## config.mk

```make
export PLATFORM = sky130hd
export DESIGN_NAME = edr_consumer
export DESIGN_NICKNAME = d
export VERILOG_FILES = /design/src/rtl/edr_pkg.sv /design/src/rtl/edr_desc_ram.sv /design/src/rtl/edr_decode.sv /design/src/rtl/edr_head_trk.sv /design/src/rtl/edr_consumer.sv
export SDC_FILE = /design/constraint.sdc
export NUM_CORES = 2
export LEC_CHECK = 0
export ABC_CLOCK_PERIOD_IN_PS = 3900
export BUFFER_PORTS_ARGS = -buffer_cell sky130_fd_sc_hd__clkbuf_2
export CAP_MARGIN = 20
export CORE_UTILIZATION = 60
export CTS_BUF_LIST = sky130_fd_sc_hd__clkbuf_4 sky130_fd_sc_hd__clkbuf_8
export CTS_CLUSTER_SIZE = 40
export DETAILED_ROUTE_END_ITERATION = 12
export GPL_TIMING_DRIVEN = 0
export HOLD_SLACK_MARGIN = 0.05
export PLACE_DENSITY = 0.78
export SYNTH_ARGS = -nofsm -noshare
export SYNTH_HDL_FRONTEND = slang
export SYNTH_SLANG_ARGS = --single-unit
```

## constraint.sdc

```tcl
create_clock -name clk -period 3.9 [get_ports clk]
set_input_delay 0.195 -clock clk [delete_from_list [all_inputs] [get_ports clk]]
set_output_delay 0.195 -clock clk [all_outputs]
set_load 0.01 [all_outputs]
```

## src/rtl/edr_pkg.sv

```systemverilog
package edr_pkg;
   localparam int DESC_W   = 128;
   localparam int LEN_W    = 14;
   localparam int VA_W     = 42;
   localparam int STK_W    = 5;
   localparam int BSZ_W    = 3;
   localparam int CHN_W    = 2;
   localparam int OFS_W    = 8;
   localparam int SEED_W   = 16;
   localparam int BUF_BASE = 64;   // first bit of the buffer word

   typedef struct packed {
      logic              gen;
      logic              csum_en;
      logic              no_send;
      logic              notify;
      logic              eop;
      logic [LEN_W-1:0]  len;
      logic [OFS_W-1:0]  cs_dest;
      logic [OFS_W-1:0]  cs_start;
      logic [SEED_W-1:0] cs_seed;
      logic [STK_W-1:0]  stack;
      logic              inst;
      logic              hwb;
      logic [BSZ_W-1:0]  bsize;
      logic [CHN_W-1:0]  chain;
   } edr_desc_t;
endpackage

```

## src/rtl/edr_desc_ram.sv

```systemverilog
module edr_desc_ram #(
   parameter int DEPTH = 16,
   parameter int W     = 128,
   parameter int AW    = 4
) (
   input  logic          clk,
   input  logic          rst_n,
   input  logic          wr_en,
   input  logic [AW-1:0] wr_idx,
   input  logic [W-1:0]  wr_data,
   input  logic [AW-1:0] rd_idx,
   output logic [W-1:0]  rd_data
);
   // Generation bits live in reset flops so that no slot looks filled after reset.
   logic [DEPTH-1:0] gen_q;
   logic [W-1:1]     body_q [DEPTH];

   always_ff @(posedge clk or negedge rst_n) begin
      if (!rst_n) gen_q <= '0;
      else if (wr_en) gen_q[wr_idx] <= wr_data[0];
   end

   always_ff @(posedge clk) begin
      if (wr_en) body_q[wr_idx] <= wr_data[W-1:1];
   end

   assign rd_data = {body_q[rd_idx], gen_q[rd_idx]};
endmodule

```

## src/rtl/edr_decode.sv

```systemverilog
module edr_decode
   import edr_pkg::*;
#(
   parameter int ADDR_W = 64
) (
   input  logic [DESC_W-1:0] word,
   output edr_desc_t         fld,
   output logic [ADDR_W-1:0] addr
);
   localparam int VA_MSB = BUF_BASE + VA_W - 1;

   assign fld.gen      = word[0];
   assign fld.csum_en  = word[8];
   assign fld.no_send  = word[9];
   assign fld.notify   = word[10];
   assign fld.eop      = word[11];
   assign fld.len      = word[29:16];
   assign fld.cs_dest  = word[39:32];
   assign fld.cs_start = word[47:40];
   assign fld.cs_seed  = word[63:48];
   assign fld.stack    = word[BUF_BASE+52:BUF_BASE+48];
   assign fld.inst     = word[BUF_BASE+56];
   assign fld.hwb      = word[BUF_BASE+58];
   assign fld.bsize    = word[BUF_BASE+61:BUF_BASE+59];
   assign fld.chain    = word[BUF_BASE+63:BUF_BASE+62];

   generate
      if (ADDR_W > VA_W) begin : g_sext
         assign addr = {{(ADDR_W-VA_W){word[VA_MSB]}}, word[VA_MSB:BUF_BASE]};
      end else if (ADDR_W == VA_W) begin : g_exact
         assign addr = word[VA_MSB:BUF_BASE];
      end else begin : g_bad
         $error("edr_decode: ADDR_W narrower than the address field");
      end
   endgenerate

   logic unused_rsvd;
   assign unused_rsvd = ^{word[7:1], word[15:12], word[31:30],
                          word[BUF_BASE+47:BUF_BASE+42], word[BUF_BASE+55:BUF_BASE+53],
                          word[BUF_BASE+57]};
endmodule

```

## src/rtl/edr_head_trk.sv

```systemverilog
module edr_head_trk #(
   parameter int DEPTH = 16,
   parameter int AW    = 4
) (
   input  logic          clk,
   input  logic          rst_n,
   input  logic          adv,
   output logic [AW-1:0] head,
   output logic          phase
);
   localparam logic [AW-1:0] LAST = AW'(DEPTH - 1);

   always_ff @(posedge clk or negedge rst_n) begin
      if (!rst_n) begin
         head  <= '0;
         phase <= 1'b1;
      end else if (adv) begin
         if (head == LAST) begin
            head  <= '0;
            phase <= ~phase;
         end else begin
            head <= head + 1'b1;
         end
      end
   end
endmodule

```

## src/rtl/edr_consumer.sv

```systemverilog
module edr_consumer
   import edr_pkg::*;
#(
   parameter int DEPTH    = 16,
   parameter int ADDR_W   = 64,
   parameter bit INSTANCE = 1'b0,
   localparam int AW      = $clog2(DEPTH)
) (
   input  logic              clk,
   input  logic              rst_n,
   input  logic              wr_en,
   input  logic [AW-1:0]     wr_idx,
   input  logic [DESC_W-1:0] wr_data,
   output logic              cmd_valid,
   input  logic              cmd_ready,
   output logic [ADDR_W-1:0] cmd_addr,
   output logic [LEN_W-1:0]  cmd_len,
   output logic              cmd_eop,
   output logic              cmd_csum_en,
   output logic [OFS_W-1:0]  cmd_csum_start,
   output logic [OFS_W-1:0]  cmd_csum_dest,
   output logic [SEED_W-1:0] cmd_csum_seed,
   output logic              cmd_hwb,
   output logic [STK_W-1:0]  cmd_stack,
   output logic [BSZ_W-1:0]  cmd_bsize,
   output logic [CHN_W-1:0]  cmd_chain,
   output logic              notify_o,
   output logic              rel_valid,
   output logic [ADDR_W-1:0] rel_addr,
   output logic [STK_W-1:0]  rel_stack,
   output logic              rel_remote
);
   generate
      if (DEPTH < 2 || (DEPTH & (DEPTH - 1)) != 0) begin : g_depth_chk
         $error("edr_consumer: DEPTH must be a power of two of at least 2");
      end
   endgenerate

   logic [DESC_W-1:0] slot_word;
   edr_desc_t         fld;
   logic [ADDR_W-1:0] slot_addr;
   logic [AW-1:0]     head;
   logic              phase;
   logic              slot_ok, adv, moves, gives, accept;

   logic              busy_q, notif_q, rel_q;
   edr_desc_t         cur_q;
   logic [ADDR_W-1:0] addr_q;

   edr_desc_ram #(.DEPTH(DEPTH), .W(DESC_W), .AW(AW)) u_ram (
      .clk     (clk),
      .rst_n   (rst_n),
      .wr_en   (wr_en),
      .wr_idx  (wr_idx),
      .wr_data (wr_data),
      .rd_idx  (head),
      .rd_data (slot_word)
   );

   edr_decode #(.ADDR_W(ADDR_W)) u_dec (
      .word (slot_word),
      .fld  (fld),
      .addr (slot_addr)
   );

   edr_head_trk #(.DEPTH(DEPTH), .AW(AW)) u_head (
      .clk   (clk),
      .rst_n (rst_n),
      .adv   (adv),
      .head  (head),
      .phase (phase)
   );

   assign slot_ok = (fld.gen == phase);
   assign adv     = slot_ok && !busy_q;
   assign moves   = !fld.no_send && (fld.len != '0);
   assign gives   = fld.hwb && (fld.len != '0);
   assign accept  = busy_q && cmd_ready;

   always_ff @(posedge clk or negedge rst_n) begin
      if (!rst_n) begin
         busy_q  <= 1'b0;
         notif_q <= 1'b0;
         rel_q   <= 1'b0;
         cur_q   <= '0;
         addr_q  <= '0;
      end else begin
         notif_q <= 1'b0;
         rel_q   <= 1'b0;
         if (accept) begin
            busy_q  <= 1'b0;
            notif_q <= cur_q.notify;
            rel_q   <= cur_q.hwb && (cur_q.len != '0);
         end
         if (adv) begin
            cur_q  <= fld;
            addr_q <= slot_addr;
            if (moves) begin
               busy_q <= 1'b1;
            end else begin
               notif_q <= fld.notify;
               rel_q   <= gives;
            end
         end
      end
   end

   assign cmd_valid      = busy_q;
   assign cmd_addr       = addr_q;
   assign cmd_len        = cur_q.len;
   assign cmd_eop        = cur_q.eop;
   assign cmd_csum_en    = cur_q.csum_en;
   assign cmd_csum_start = cur_q.cs_start;
   assign cmd_csum_dest  = cur_q.cs_dest;
   assign cmd_csum_seed  = cur_q.cs_seed;
   assign cmd_hwb        = cur_q.hwb;
   assign cmd_stack      = cur_q.stack;
   assign cmd_bsize      = cur_q.bsize;
   assign cmd_chain      = cur_q.chain;

   assign notify_o   = notif_q;
   assign rel_valid  = rel_q;
   assign rel_addr   = addr_q;
   assign rel_stack  = cur_q.stack;
   assign rel_remote = (cur_q.inst != INSTANCE);

   logic unused_cur;
   assign unused_cur = cur_q.gen ^ cur_q.no_send;
endmodule

```

==> results_dict.tcl <==
set metrics [dict create \
    drtAntennaViolNets 0 \
    cts_sinks 1791 \
    setup_tns_ns -0.576 \
    ys.flop_type "edfxtp_1" \
    design_area_sq_mm 0.0815 \
    path_class "reg -> reg" \
    die_h_microns 340 \
    finalHoldViolCount 0 \
    grt_remaining_overflow 0 \
    clkTransAtPathRegs_ns 0.06 \
    synthMuxAreaShare 0.188 \
    violations "negative setup slack" \
    grt_max_degree 74 \
    crit_path_start_kind "register" \
    fmax_ghz 0.243 \
    detail_route.wl_per_cell_microns 32.0 \
    critPathArrivalTime_ns 4.90 \
    relSlewSlack 0.252 \
    ioPinCount 332 \
    ys_ff_latch 1791 \
    syn_inst 2821 \
    dp_slack_ns -0.235 \
    postSynthAreaPerCell_sq_um 24.3 \
    placedCellCount 4739 \
    power_mw 57.5 \
    synth_compound_area_frac 0.00537 \
    hold_ws_ns 0.113 \
    synth_top_family_by_area "multiplexers" \
    ys_seq_area_frac 0.775 \
    ctsHtreeMaxLevel 5 \
    synth_edf_count 1664 \
    cp.required_ns 4.70 \
    min_path_cells 3 \
    cts_tree "yes" \
    vias 35000 \
    skew_ns 0.0646 \
    die_area_sq_mm 0.116 \
    drive_gt1_frac 0.447 \
    antenna_found_initial 17 \
    cp_max_fo 10 \
    drt-vias-per-instance 6.50 \
    maxSlewViolCount 0 \
    cap_violations 0 \
    synthDistinctLibCells 39 \
    area_growth_pct 19.0 \
    clockBufferDepth 4 \
    fillCellCount 5920 \
    synth_adder_area_share 0.000183 \
    final_cells 5374 \
    clock_latency_ns 0.96 \
    async_flop_share 0.0709 \
    netlist_area_sq_mm 0.0685 \
    num-nets-final 3794 \
    post-route-drc-count 0 \
    fp-row-count 123 \
    start_util 0.608 \
    root_buffer "clkbuf_8" \
    fin_ws_ns -0.207 \
    io_buffers 308 \
    postCtsSetupBuffers 0 \
    track_usage 0.300 \
    status "complete, but fails checks" \
    fin_util 0.723 \
    hold_path_class "in -> reg" \
    r2r_cells 8 \
    cts_buffers 291 \
    hpwl_mm 108 \
    synth-xor-area-share 0.000383 \
    syn_nets 2958 \
    dpl_cell_area_sq_mm 0.0745 \
    period_minus_slack_ns 4.11 \
    fp.dieW_microns 340 \
    ys_warn_count 0 \
    finalCritPeriodShare 1.05 \
    p_leak_nw 27.6 \
    critPathCaptureType "register" \
    finalWirelength_mm 172 \
    first_global_vias 36000 \
    gp_congestion 0.755 \
    finalSetupViolations 10 \
    ir_drop_v 0.000456 \
    synthSimpleGateAreaFrac 0.00509 \
    drt_iter0_drc 4371 \
    grt_pass1_wl_mm 244 \
    power_per_cell_area_mw_per_mm2 706 \
    core_sq_mm 0.113 \
    worst_pin_slew_ns 1.12 \
    drt_pass1_iterations 6 \
]
power breakdown:
group / internal (mW) / switching (mW)
sequential: 22.1 / 0.690
clock: 8.94 / 7.08
combinational: 9.44 / 9.30
final cells by class:
type | count | area (sq um) | share of cell area
clock inverter | 78 | 546 | 0.00669
timing repair buffer | 543 | 5200 | 0.0638
sequential | 1791 | 53100 | 0.652
tap | 1500 | 1880 | 0.0230
buffer | 281 | 1740 | 0.0213
inverter | 2 | 7.51 | 0.0000921
clock buffer | 426 | 5210 | 0.0638
antenna | 6 | 15.0 | 0.000184
multi-input combinational | 747 | 13800 | 0.169
state kept, by name (all words and copies together), names as in the netlist, 2 cells and up:
signal	cells
cmd_addr	42
cmd_bsize	3
cmd_chain	2
cmd_csum_dest	8
cmd_csum_seed	16
cmd_csum_start	8
cmd_len	14
cmd_stack	5
u_head.head	4
u_ram.body_q	1664
u_ram.gen_q	16
cells in the mapped netlist (4+ instances only):
cell,number,share of area
buf_2,42,0.0031
mux4_2,511,0.17
clkbuf_1,65,0.0036
nor3_1,5,0.00037
edfxtp_1,1664,0.73
buf_6,7,0.0012
mux2_2,48,0.0079
nor2_1,24,0.0013
nand4_1,5,0.00046
buf_4,147,0.016
nand3_1,5,0.00037
o21ai_0,14,0.0010
a22oi_1,4,0.00044
nand2_1,21,0.0012
a21o_1,4,0.00044
buf_1,20,0.0011
mux2_4,49,0.011
dfrtp_1,126,0.046
mux2_1,10,0.0016
a22o_1,17,0.0022
per-layer routing:
metal,vias to the layer above,wire [microns],global-route usage
met1,18100,60700,0.406
met2,2731,84300,0.479
met5,-,113,0
met4,16,7150,0.123
met3,486,19800,0.0688
li1,13600,-,-
placed cells by master (no fill, tap or decap), types with 49 or more instances in the layout:
cell and count:
buf_12 54, buf_4 147, clkbuf_1 54, clkbuf_2 318
clkbuf_4 106, clkbuf_8 322, dfrtp_1 126, dlygate4sd3_1 118
edfxtp_1 1664, mux2_4 49, mux4_2 511
path summary, 6_finish.rpt:
check / start / endpoint / slack (ns)
worst max register to register: u_head.head[1]$_DFFE_PN0N_ / cmd_addr[13]$_DFFE_PN0N_ / -0.21
worst min-delay path: cmd_ready / cmd_valid$_DFF_PN0_ / 0.11
min in group asynchronous: rst_n / cmd_csum_seed[14]$_DFFE_PN0N_ / 0.42
worst min register to register: cmd_csum_seed[9]$_DFFE_PN0N_ / cmd_csum_seed[9]$_DFFE_PN0N_ / 0.50
worst max-delay path: u_head.head[1]$_DFFE_PN0N_ / cmd_addr[13]$_DFFE_PN0N_ / -0.21
max in group asynchronous: rst_n / cmd_addr[13]$_DFFE_PN0N_ / 2.99
logic make-up after synthesis:
logic type / count (synthesis)
buf+inv: 283
simple gates: 75
fa+ha+maj: 1
compound gates: 48
mux: 620
flops: 1791
xor+xnor: 3
critical path, cell delays in order, from the launching register on:
cell and delay (ns):
dfrtp_1 0.36, buf_2 0.29, buf_1 0.39, buf_1 0.58, buf_8 0.25, clkdlybuf4s15_1 0.75
mux4_2 0.50, mux4_2 0.54, mux2_4 0.29
timing repair:
| item | 4_1_cts | 5_1_grt |
|---|---|---|
| hold buffers | 119 | 0 |
| gates resized for setup | 9 | 10 |
| endpoints found under the hold margin | 1885 | 0 |
| pin swaps | 0 | 0 |
| setup endpoints to repair | 61 | 14 |
(Power assumes the default switching activity.)
